[src/rtl/sdp_pkg.sv]
package sdp_pkg;
  localparam int WORD_W  = 18;
  localparam int SEG_W   = 3;
  localparam int BIN_W   = WORD_W - SEG_W;
  localparam int THERM_W = (1 << SEG_W) - 1;
  localparam int NCH     = 2;

  // two's complement to offset binary: flip the sign bit
  function automatic logic [WORD_W-1:0] to_offset(input logic [WORD_W-1:0] w);
    return {~w[WORD_W-1], w[WORD_W-2:0]};
  endfunction

  // segment field taken from the offset-binary word
  function automatic logic [SEG_W-1:0] seg_field(input logic [WORD_W-1:0] w);
    logic [WORD_W-1:0] o;
    o = to_offset(w);
    return o[WORD_W-1 -: SEG_W];
  endfunction
endpackage

[src/rtl/sdp_latch_edge.sv]
module sdp_latch_edge (
  input  logic clk,
  input  logic rst,
  input  logic lat_i,
  output logic fall_o
);
  logic lat_q;

  always_ff @(posedge clk or posedge rst) begin
    if (rst) lat_q <= 1'b0;
    else     lat_q <= lat_i;
  end

  assign fall_o = lat_q & ~lat_i;
endmodule

[src/rtl/sdp_shift_reg.sv]
module sdp_shift_reg #(
  parameter int WORD_W = sdp_pkg::WORD_W
) (
  input  logic              clk,
  input  logic              rst,
  input  logic              bit_i,
  output logic [WORD_W-1:0] word_o
);
  logic [WORD_W-1:0] sr;

  always_ff @(posedge clk or posedge rst) begin
    if (rst) sr <= '0;
    else     sr <= {sr[WORD_W-2:0], bit_i};
  end

  assign word_o = sr;
endmodule

[src/rtl/sdp_hold_reg.sv]
module sdp_hold_reg #(
  parameter int WORD_W = sdp_pkg::WORD_W
) (
  input  logic              clk,
  input  logic              rst,
  input  logic              cap_i,
  input  logic [WORD_W-1:0] word_i,
  output logic [WORD_W-1:0] hold_o,
  output logic              upd_o
);
  logic [WORD_W-1:0] hold;
  logic              upd;

  always_ff @(posedge clk or posedge rst) begin
    if (rst) begin
      hold <= '0;
      upd  <= 1'b0;
    end else begin
      upd <= cap_i;
      if (cap_i) hold <= word_i;
    end
  end

  assign hold_o = hold;
  assign upd_o  = upd;
endmodule

[src/rtl/sdp_seg_enc.sv]
module sdp_seg_enc #(
  parameter int WORD_W = sdp_pkg::WORD_W,
  parameter int SEG_W  = sdp_pkg::SEG_W
) (
  input  logic [WORD_W-1:0]          word_i,
  output logic [(1<<SEG_W)-2:0]      therm_o,
  output logic [WORD_W-SEG_W-1:0]    bin_o
);
  localparam int THERM_W = (1 << SEG_W) - 1;
  localparam int BIN_W   = WORD_W - SEG_W;

  logic [SEG_W-1:0] field;
  assign field = sdp_pkg::seg_field(word_i);

  for (genvar k = 1; k <= THERM_W; k++) begin : g_therm
    assign therm_o[k-1] = (int'(field) >= k);
  end

  assign bin_o = word_i[BIN_W-1:0];
endmodule

[src/rtl/sdp_dual_port.sv]
module sdp_dual_port #(
  parameter int WORD_W = sdp_pkg::WORD_W,
  parameter int SEG_W  = sdp_pkg::SEG_W
) (
  input  logic                       clk,
  input  logic                       rst,
  input  logic                       l_data,
  input  logic                       l_latch,
  input  logic                       r_data,
  input  logic                       r_latch,
  output logic [WORD_W-1:0]          l_word,
  output logic [(1<<SEG_W)-2:0]      l_therm,
  output logic [WORD_W-SEG_W-1:0]    l_bin,
  output logic                       l_upd,
  output logic [WORD_W-1:0]          r_word,
  output logic [(1<<SEG_W)-2:0]      r_therm,
  output logic [WORD_W-SEG_W-1:0]    r_bin,
  output logic                       r_upd
);
  localparam int NCH     = sdp_pkg::NCH;
  localparam int THERM_W = (1 << SEG_W) - 1;
  localparam int BIN_W   = WORD_W - SEG_W;

  logic [NCH-1:0]              data_v, latch_v, fall_v, upd_v;
  logic [NCH-1:0][WORD_W-1:0]  shift_v, hold_v;
  logic [NCH-1:0][THERM_W-1:0] therm_v;
  logic [NCH-1:0][BIN_W-1:0]   bin_v;

  // named internal events, used by the bound checker
  logic l_fall, r_fall;

  assign data_v  = {r_data, l_data};
  assign latch_v = {r_latch, l_latch};

  for (genvar c = 0; c < NCH; c++) begin : g_ch
    sdp_latch_edge u_edge (
      .clk    (clk),
      .rst    (rst),
      .lat_i  (latch_v[c]),
      .fall_o (fall_v[c])
    );

    sdp_shift_reg #(.WORD_W(WORD_W)) u_shift (
      .clk    (clk),
      .rst    (rst),
      .bit_i  (data_v[c]),
      .word_o (shift_v[c])
    );

    sdp_hold_reg #(.WORD_W(WORD_W)) u_hold (
      .clk    (clk),
      .rst    (rst),
      .cap_i  (fall_v[c]),
      .word_i (shift_v[c]),
      .hold_o (hold_v[c]),
      .upd_o  (upd_v[c])
    );

    sdp_seg_enc #(.WORD_W(WORD_W), .SEG_W(SEG_W)) u_enc (
      .word_i  (hold_v[c]),
      .therm_o (therm_v[c]),
      .bin_o   (bin_v[c])
    );
  end

  assign l_fall  = fall_v[0];
  assign r_fall  = fall_v[1];

  assign l_word  = hold_v[0];
  assign l_therm = therm_v[0];
  assign l_bin   = bin_v[0];
  assign l_upd   = upd_v[0];
  assign r_word  = hold_v[1];
  assign r_therm = therm_v[1];
  assign r_bin   = bin_v[1];
  assign r_upd   = upd_v[1];
endmodule

[config.mk]
export PLATFORM = sky130hd
export DESIGN_NAME = sdp_dual_port
export DESIGN_NICKNAME = d
export VERILOG_FILES = /design/src/rtl/sdp_pkg.sv /design/src/rtl/sdp_latch_edge.sv /design/src/rtl/sdp_shift_reg.sv /design/src/rtl/sdp_hold_reg.sv /design/src/rtl/sdp_seg_enc.sv /design/src/rtl/sdp_dual_port.sv
export SDC_FILE = /design/constraint.sdc
export NUM_CORES = 1
export LEC_CHECK = 0
export BUFFER_PORTS_ARGS = -buffer_cell sky130_fd_sc_hd__buf_2
export CAP_MARGIN = 20
export CORE_AREA = 2 2 82 84
export DETAILED_ROUTE_END_ITERATION = 16
export DIE_AREA = 0 0 84 86
export PLACE_DENSITY = 0.73
export SLEW_MARGIN = 20
export SYNTH_ARGS = -nofsm -noshare
export SYNTH_HDL_FRONTEND = slang
export SYNTH_SLANG_ARGS = --single-unit
[constraint.sdc]
create_clock -name clk -period 2.23 [get_ports clk]
set_clock_uncertainty 0.2 [all_clocks]
set_input_delay 0.223 -clock clk [delete_from_list [all_inputs] [get_ports clk]]
set_output_delay 0.223 -clock clk [all_outputs]
set_load 0.01 [all_outputs]
==> results of run 1 <==
[layer usage]
metal | vias to the layer above | wire, um
li1 | 656 | -
met1 | 678 | 1878
met2 | 61 | 1802
met3 | 8 | 281
met4 | 0 | 77
met5 | - | 0
[layout by cell type (no fill, tap or decap), drive strengths merged, types with 2 or more instances in the layout]
| master | n |
|---|---|
| nand2b | 2 |
| dlygate4sd3 | 5 |
| nand2 | 5 |
| dfrtp | 76 |
| nor2b | 4 |
| and2 | 2 |
| mux2 | 36 |
| nor2 | 4 |
| buf | 88 |
| inv | 2 |
| clkinv | 4 |
| clkbuf | 11 |
[registers in the layout (all words and copies together) (netlist names)]
signal,flops
g_ch.u_hold.hold_o,36
g_ch.u_edge.lat_q,2
g_ch.u_shift.word_o,36
g_ch.u_hold.upd_o,2
[metrics by stage]
stage	hold WS [ps]	util, %
final	170.7	52.54
after global routing	186.1	52.54
after CTS	172.7	52.54
after detailed placement	132.3	48.54
after global placement	132.3	48.54
after floorplan	54.43	-
[synth_stat cells]
cell type and count:
dfrtp_1 76, mux2_2 18, nor2b_4 2, nand2_1 5
mux2_4 18, buf_12 2, nor2b_1 2, inv_1 3
buf_6 2, and2_1 2, nor2_1 4, or2_2 1
buf_4 30, nand2b_1 2
[logic make-up (layout without fill, tap and decap cells)]
kind of cell / Yosys count / after routing
muxes: 36 / 36
buffers and inverters: 37 / 112
DFF: 76 / 76
and+or+nand+nor: 18 / 18
[path summary, 6_finish.rpt]
check | end | slack, ps | cells past startpoint
worst min register to register | g_ch[0].u_shift.word_o[11]$_DFF_PP0_ | 170 | 0
max in group asynchronous | g_ch[0].u_hold.hold_o[13]$_DFFE_PP0P_ | 820 | 4
worst min-delay path | g_ch[0].u_shift.word_o[11]$_DFF_PP0_ | 170 | 0
worst max register to register | g_ch[1].u_hold.hold_o[1]$_DFFE_PP0P_ | 620 | 2
min in group asynchronous | g_ch[1].u_hold.hold_o[14]$_DFFE_PP0P_ | 360 | 3
worst max-delay path | g_ch[0].u_hold.hold_o[5]$_DFFE_PP0P_ | 430 | 4
[worst reg2reg max path, stage by stage (launching register included)]
cell	delay [ps]
dfrtp_1	340
nor2b_4	550
mux2_2	410
[where the power goes]
group	internal, mW	total (mW)	switching [mW]
combinational	0.280	0.544	0.264
clock	0.570	1.03	0.461
sequential	1.51	1.61	0.0973
total	2.36	3.18	0.822
[what timing repair did]
action,CTS,global route
resized for setup,0,0
hold buffers,5,0
hold endpoints to repair,40,0
endpoints found under the setup margin,0,0
[cell type report]
cell class | count | area (um^2) | area share (%)
tap | 77 | 96.34 | 2.921
clock buffer | 11 | 151.4 | 4.590
sequential | 76 | 1902 | 57.66
multi-input combinational | 54 | 578.1 | 17.53
clock inverter | 5 | 50.05 | 1.517
inverter | 3 | 15.01 | 0.4552
timing repair buffer | 93 | 505.5 | 15.33
==> out/metrics.csv, run 1 <==
metric,value,unit
outcome,"complete, no violations",
synth_nets,173,
cts_setup_buffers,0,
crit_path_cell_trace,dlygate4sd3_1 > buf_2 > nor2b_4 > mux2_2,
rows,29,
end_kind,flip-flop,
hp-start,g_ch[0].u_shift.word_o[10]$_DFF_PP0_,
slew_violations,0,
viasPerCell,4.398,
postSynthCellCount,167,
clkTransAtPathRegs,70,ps
required,2250,ps
clock_latency,330,ps
tightest_slew,745.4,ps
cts_tree,yes,
final_area,3298,um^2
cts_buffers,9,
cts_sinks,76,
grt_pass1_vias,1365,
fmax,0.5551,GHz
powerDensity,965.3,nW/um^2
grt.busiest_layer,met2,
die-area,7224,um^2
die_y,86,um
antenna_left,0,
yosysTopAreaCell,dfrtp_1,
grt_max_degree,43,
hold_viol,0,
met3_usage,5.197,%
crit_buf_inv,2,
drtIter0Drc,52,
io_buffers,87,
max-vdd-ir-drop,0.4594,mV
cp-start-kind,input pin,
synth_top_area_share,68.44,%
root_buffer,clkbuf_8,
cts_buffer_depth,2,
worstPathMaxFanout,19,
antenna_cells,0,
cp.arrival,1820,ps
wire_per_inst,12.66,um
synth-seq-cells,76,
dr.pass1.iters,4,
yosysSeqAreaShare,68.44,%
hold_path.class,flip-flop to flip-flop,
dpl_cell_area,3047,um^2
synth_simple_gate_area_share,3.782,%
gp_congestion,0.6689,
synth_compound_area_share,0,%
grt_first_pass_wirelength,6.589,mm
globalRouteMet1Util,16.26,%
power,3.184,mW
synth_mux_area_share,17.02,%
grt_overflow_total,0,
maxCapViolCount,0,
core,6277,um^2
period_needed,1801,ps
finalSetupViolations,0,
dp_hpwl,2.668,mm
synth_top_family_by_area,multiplexers,
syn_area_per_cell,16.64,um^2
vias,1403,
critPathTopFamily,buffers and inverters,
grtUsageTotal,12.11,%
crit_slowest_cell,dlygate4sd3_1,
grt_util_met2,16.80,%
finalWorstSetupSlack,428.6,ps
synth_xor_area_share,0,%
start_util,44.27,%
cp_slowest_stage_delay,540,ps
cts_max_level,3,
ios,88,
slew_headroom,50.20,%
drc,0,
routed_wl,4.040,mm
timing.final.crit_share,80.78,%
worstSetupStartpoint,l_latch,
die_w,84,um
r2r_start,g_ch[1].u_edge.lat_q$_DFF_PP0_,
synthDistinctLibCells,14,
antenna_found_initial,0,
synth-adder-area-share,0,%
rsz0062_at_grt,false,
place_inst,298,
nets,243,
tns,0,ps
power.leakage,1.640,nW
pre_cts_ws,605.0,ps
syn-cell-area,2779,um^2
syn2layout_area_growth,18.69,%
path_class,input pin to flip-flop,
filler_cell_count,545,
yosys-top-cells-area,"dfrtp_1 68%, mux2_4 9.7%, buf_4 8.1%",
drive_gt1_share,59.50,%
stdcell_count,319,
yosys_warnings,0,
No activity file was read; power rests on OpenSTA's default activity.
==> run 2: changes to the inputs <==
--- a/config.mk
+++ b/config.mk
@@ -5,12 +5,13 @@
 export SDC_FILE = /design/constraint.sdc
 export NUM_CORES = 1
 export LEC_CHECK = 0
+export ABC_AREA = 1
 export BUFFER_PORTS_ARGS = -buffer_cell sky130_fd_sc_hd__buf_2
 export CAP_MARGIN = 20
-export CORE_AREA = 2 2 82 84
+export CORE_AREA = 2 2 78 80
 export DETAILED_ROUTE_END_ITERATION = 16
-export DIE_AREA = 0 0 84 86
-export PLACE_DENSITY = 0.73
+export DIE_AREA = 0 0 80 82
+export PLACE_DENSITY = 0.77
 export SLEW_MARGIN = 20
 export SYNTH_ARGS = -nofsm -noshare
 export SYNTH_HDL_FRONTEND = slang
==> constraint.sdc (replaced) <==
create_clock -name clk -period 1.7 [get_ports clk]
set_clock_uncertainty 0.2 [all_clocks]
set_input_delay 0.17 -clock clk [delete_from_list [all_inputs] [get_ports clk]]
set_output_delay 0.17 -clock clk [all_outputs]
set_load 0.01 [all_outputs]
==> run 2 against run 1 <==
Compared with the run above:
- first-iteration DRC count grew 140%
- utilization grew 4.8 points
- sequential cell count is the same
- largest power group unchanged
- combinational power grew 9.9%
- global-route usage grew 3.3 points
- critical path depth shrank 2
- synthesized cell count grew 49%
- highest routed layer unchanged
- wire length grew 16%
- sequential power grew 29%
- die area shrank 9.2%
- via count grew 29%
==> out/metrics.csv, run 2 <==
metric,value,unit,change
path_class,flip-flop to output port,,
cts_max_level,3,,unchanged
tightest_slew,512.4,ps,-233.0 ps
async_flop_share,100.0,%,unchanged
clock_latency,330,ps,about the same
core,5746,um^2,-8.5%
finalSetupViolations,0,,unchanged
cp.arrival,1140,ps,-680 ps
slew_violations,0,,unchanged
die-area,6560,um^2,-9.2%
yosys-top-cells-count,"76 x dfrtp_1, 72 x nand2_1, 38 x nand3_1",,
drc,0,,unchanged
viasPerCell,4.618,,+5.0%
grtUsageTotal,15.39,%,+3.3 points
worstPathMaxFanout,9,,-10
postSynthCellCount,249,,+49%
outcome,"complete, no violations",,
finalCoreUtilization,57.30,%,+4.8 points
drtIter0Drc,123,,+140%
synth-seq-cells,76,,unchanged
end_kind,output port,,
required,1330,ps,-920 ps
fmax,0.6637,GHz,
gp_congestion,0.7327,,+9.5%
cts_buffer_depth,2,,unchanged
r2r_end,g_ch[0].u_hold.hold_o[1]$_DFFE_PP0P_,,
io_buffers,87,,unchanged
clkTransAtPathRegs,70,ps,about the same
hold_viol,0,,unchanged
cp-start-kind,flip-flop,,
r2r_cells,3,,+1
antenna_found_initial,0,,unchanged
hold_path.class,flip-flop to flip-flop,,
yosys_warnings,0,,unchanged
nets,321,,+32%
crit_path_cell_trace,nor3_1 > buf_2,,
cts_tree,yes,,
max-vdd-ir-drop,0.5046,mV,+9.8%
synthDistinctLibCells,14,,unchanged
rows,28,,-3.4%
worstSetupStartpoint,g_ch[0].u_hold.hold_o[17]$_DFFE_PP0P_,,
grt_max_degree,77,,+79%
powerDensity,1179,nW/um^2,+22%
whs,174.2,ps,+3.477 ps
r2r_start,g_ch[0].u_edge.lat_q$_DFF_PP0_,,
routed_wl,4.705,mm,+16%
die_w,80,um,-4.8%
cts_sinks,76,,unchanged
dp_hpwl,3.121,mm,+17%
power.leakage,1.802,nW,+9.9%
dr.pass1.iters,6,,+2
antenna_left,0,,unchanged
root_buffer,clkbuf_8,,
crit_slowest_cell,dfrtp_1,,
grt_first_pass_wirelength,7.555,mm,+15%
antenna_cells,0,,unchanged
syn-cell-area,2806,um^2,+0.99%
min_path_cells,0,,unchanged
synth_most_common_cell,dfrtp_1,,
tns,0,ps,unchanged
die_y,82,um,-4.7%
cts-resized-gates,0,,unchanged
filler_cell_count,531,,-2.6%
cts_buffers,9,,unchanged
layout_commonest_cell,buf_2,,
rsz0062_at_grt,false,,
synth_flop_cell,dfrtp_1,,
drive_gt1_share,34.91,%,-25 points
grt_pass1_vias,1651,,+21%
maxCapViolCount,0,,unchanged
yosys-top-cells-area,"dfrtp_1 68%, nand2_1 9.6%, buf_4 9.1%",,
cp_slowest_stage_delay,460,ps,-80 ps
period_needed,1507,ps,
grt_overflow_total,0,,unchanged
ios,88,,unchanged
slew_headroom,65.84,%,+16 points
start_util,48.85,%,+4.6 points
syn_area_per_cell,11.27,um^2,-32%
r2r_slack,380,ps,-240 ps
syn2layout_area_growth,17.30,%,
wire_per_inst,11.97,um,-5.5%
vias,1815,,+29%
timing.final.crit_share,88.63,%,
hold_end,g_ch[1].u_shift.word_o[4]$_DFF_PP0_,,
final_cell_mix,"87 x buf_2, 76 x dfrtp_1, 72 x nand2_1, 38 x nand3_1, 12 x clkbuf_8",,
synth-edff-count,0,,unchanged
yosysTopAreaCell,dfrtp_1,,
hp-start,g_ch[1].u_shift.word_o[3]$_DFF_PP0_,,
power,3.880,mW,+22%
synth_nets,255,,+47%
synth_top_area_share,67.77,%,-0.67 points
yosysSeqAreaShare,67.77,%,-0.67 points
[run 2: cell families (layout without fill, tap and decap cells)]
family,Yosys count,in the layout,synth area share [%]
compound gates,4,4,0.7134
buf+inv,51,120,12.62
flops,76,76,67.77
simple gates,118,118,18.90
[run 2: metrics by stage]
step	cells	cell area [um^2]	setup slack, ps
2_1_floorplan	249	2810	439.5
3_3_place_gp	374	3067	414.5
3_5_place_dp	374	3067	373.2
4_1_cts	393	3292	152.4
5_1_grt	393	3292	93.76
6_report	393	3292	193.4
[run 2: routing by layer]
metal	share of wire (%)	GRT usage (%)	vias up
met2	46	23.42	58
li1	-	-	893
met4	2.0	7.627	0
met3	6.3	4.725	7
met5	0	0	-
met1	46	20.16	857
[run 2: how the worst max path moves through the flow]
stage | endpoint | depth (start not counted)
4_1_cts | l_therm[6] | 2
5_1_grt | r_therm[6] | 2
6_report | l_therm[6] | 2
3_5_place_dp | g_ch[0].u_hold.hold_o[17]$_DFFE_PP0P_ | 3
3_3_place_gp | g_ch[0].u_hold.hold_o[2]$_DFFE_PP0P_ | 3
2_1_floorplan | l_therm[6] | 2
[run 2: cell type report]
cell class | instances | area, um^2 | share of cell area [%]
multi-input cells | 122 | 550.5 | 16.72
inverters | 11 | 50.05 | 1.520
well taps | 75 | 93.84 | 2.851
flip-flops and latches | 76 | 1902 | 57.77
clock inverters | 2 | 10.01 | 0.3041
clock buffers | 12 | 165.2 | 5.017
repair buffers | 95 | 520.5 | 15.81
[run 2: repair_timing]
item                                    CTS  global route
hold buffers                              5             0
hold endpoints to repair                 80             0
buffers inserted                          0             0
endpoints found under the setup margin    0             0
[run 2: report_power, final]
part           internal (mW)  switching (mW)  leakage [nW]  total (mW)
Sequential              1.96           0.121         0.914        2.08
Combinational          0.244           0.354         0.794       0.598
Clock                  0.629           0.570        0.0941        1.20
Total                   2.84            1.04          1.80        3.88
[run 2: critical path: cells and delay by family (launching register included)]
family	cells	cell delay (ps)
DFF	1	460
and+or+nand+nor	1	200
buffers and inverters	1	150
==> run 3: changes to the inputs <==
--- a/config.mk
+++ b/config.mk
@@ -12,6 +12,7 @@
 export DETAILED_ROUTE_END_ITERATION = 16
 export DIE_AREA = 0 0 80 82
 export PLACE_DENSITY = 0.77
+export REMOVE_ABC_BUFFERS = 1
 export SLEW_MARGIN = 20
 export SYNTH_ARGS = -nofsm -noshare
 export SYNTH_HDL_FRONTEND = slang
==> run 3 against run 2 <==
Compared with the run above:
- via count is 1.1% lower
- cell count is 0.76% higher
- sequential power hardly changed
- critical endpoint is now r_therm[6]
- sequential cell count stayed put
- total power is 0.85% higher
- setup slack worse by 15 ps
- maximum frequency is 1.0% lower
- largest power group unchanged
- clock power hardly changed
- register-to-register slack better by 40 ps
- largest cell class unchanged
- utilization is 0.17 points higher
==> out/metrics.csv, run 3 (synthesis results as in run 2) <==
metric,value,unit,change
outcome,"complete, no violations",,
final_cell_mix,"87 x buf_2, 76 x dfrtp_1, 72 x nand2_1, 38 x nand3_1, 12 x clkbuf_8",,
min_path_cells,0,,unchanged
io_buffers,87,,unchanged
path_class,flip-flop to output port,,
worstPathMaxFanout,9,,unchanged
rsz0062_at_grt,false,,
r2r_slack,420,ps,+40 ps
r2r_cells,3,,unchanged
slew_violations,0,,unchanged
tightest_slew,415.8,ps,-96.61 ps
cts_buffers,9,,unchanged
cts_sinks,76,,unchanged
timing.final.crit_share,89.52,%,+0.90 points
layout_commonest_cell,buf_2,,
cp_slowest_stage_delay,470,ps,about the same
hold_path.class,flip-flop to flip-flop,,
tns,0,ps,unchanged
internal_power,2.860,mW,+0.82%
cp.arrival,1150,ps,about the same
crit_slowest_cell,dfrtp_1,,
period_needed,1522,ps,+15.22 ps
hold_end,g_ch[0].u_shift.word_o[12]$_DFF_PP0_,,
fmax,0.6571,GHz,-1.0%
dp_hpwl,3.112,mm,-0.29%
cp-start-kind,flip-flop,,
viasPerCell,4.533,,-1.9%
maxCapViolCount,0,,unchanged
core,5746,um^2,unchanged
power,3.914,mW,+0.85%
pre_cts_ws,432.6,ps,+59.39 ps
grt_overflow_total,0,,unchanged
grt_pass1_vias,1650,,-0.061%
filler_cell_count,509,,-4.1%
grt_first_pass_wirelength,7.479,mm,-1.0%
combPwrFrac,15.3,%,about the same
clkTransAtPathRegs,70,ps,about the same
power.leakage,1.811,nW,+0.47%
hp-start,g_ch[0].u_shift.word_o[11]$_DFF_PP0_,,
wire_per_inst,11.91,um,-0.53%
clock_latency,320,ps,about the same
root_buffer,clkbuf_8,,
drive_gt1_share,34.58,%,-0.33 points
power_frac_clock,31.4,%,+0.5 points
gp_congestion,0.7272,,-0.75%
powerDensity,1185,nW/um^2,+0.55%
nets,322,,+0.31%
max-vdd-ir-drop,0.6722,mV,+33%
required,1330,ps,about the same
die_y,82,um,unchanged
crit_path_cell_trace,nor3_1 > buf_2,,
vias,1795,,-1.1%
antenna_left,0,,unchanged
antenna_found_initial,0,,unchanged
net-switching-power,1.054,mW,+0.95%
die-area,6560,um^2,unchanged
swShare,26.93,%,about the same
end_kind,output port,,
pwr-share-seq,53.3,%,-0.4 points
drtIter0Drc,58,,-53%
cts_buffer_depth,2,,unchanged
routed_wl,4.716,mm,+0.23%
syn2layout_area_growth,17.66,%,
finalSetupViolations,0,,unchanged
cts_max_level,3,,unchanged
ios,88,,unchanged
rows,28,,unchanged
cts_setup_buffers,0,,unchanged
seqCellArea,1902,um^2,unchanged
hold_viol,0,,unchanged
grt_max_degree,77,,unchanged
antenna_cells,0,,unchanged
die_w,80,um,unchanged
cts_tree,yes,,
r2r_start,g_ch[1].u_edge.lat_q$_DFF_PP0_,,
drc,0,,unchanged
r2r_end,g_ch[1].u_hold.hold_o[11]$_DFFE_PP0P_,,
multi_input_area,550.5,um^2,unchanged
grtUsageTotal,14.85,%,-0.53 points
finalWorstSetupSlack,178.1,ps,-15.22 ps
start_util,48.85,%,unchanged
dr.pass1.iters,4,,-2
slew_headroom,72.28,%,+6.4 points
run 3: worst max-delay path by stage:
stage	start	end	slack, ps
floorplan	rst	g_ch[0].u_edge.lat_q$_DFF_PP0_	-610
global placement	g_ch[1].u_edge.lat_q$_DFF_PP0_	g_ch[1].u_hold.hold_o[15]$_DFFE_PP0P_	470
detailed placement	g_ch[1].u_edge.lat_q$_DFF_PP0_	g_ch[1].u_hold.hold_o[12]$_DFFE_PP0P_	430
CTS	g_ch[1].u_hold.hold_o[17]$_DFFE_PP0P_	r_therm[6]	150
global route	g_ch[1].u_hold.hold_o[17]$_DFFE_PP0P_	r_therm[6]	80
finish	g_ch[1].u_hold.hold_o[17]$_DFFE_PP0P_	r_therm[6]	180
run 3: layout make-up:
| type | count | share of cell area [%] |
|---|---|---|
| well taps | 75 | 2.842 |
| inverters | 11 | 1.402 |
| multi-input cells | 122 | 16.67 |
| repair buffers | 96 | 15.99 |
| flip-flops and latches | 76 | 57.60 |
| clock buffers | 15 | 5.343 |
| clock inverters | 1 | 0.1516 |
run 3: per-layer routing:
layer	vias up	global-route usage [%]	wire length (um)
met5	-	0	0
met4	0	7.119	47
met3	6	2.967	250
met2	58	23.92	2262
met1	844	19.47	2156
li1	887	-	-
run 3: critical path: cells and delay by family (launching register included):
kind,cells,cell delay [ps]
flops,1,470
simple gates,1,210
buf+inv,1,150
run 3: power groups by stage:
| stage | clock network, mW | registers (mW) | logic [mW] |
|---|---|---|---|
| global route | 1.34 | 2.11 | 0.671 |
| CTS | 1.26 | 2.09 | 0.612 |
| detailed placement | 0 | 2.12 | 0.602 |
| finish | 1.23 | 2.09 | 0.599 |
| global placement | 0 | 2.11 | 0.591 |
| floorplan | 0 | 2.21 | 0.198 |
run 3: through the flow:
step           cells  hold WS [ps]  util (%)  instance area, um^2
2_1_floorplan    209         1.430         -                 2499
3_3_place_gp     375         77.55     53.44                 3070
3_5_place_dp     375         79.68     53.44                 3070
4_1_cts          396         176.7     57.47                 3302
5_1_grt          396         181.5     57.47                 3302
6_report         396         171.5     57.47                 3302
run 3: what timing repair did:
item,CTS,global route
resized for setup,0,0
hold buffers,5,0
hold endpoints to repair,80,0
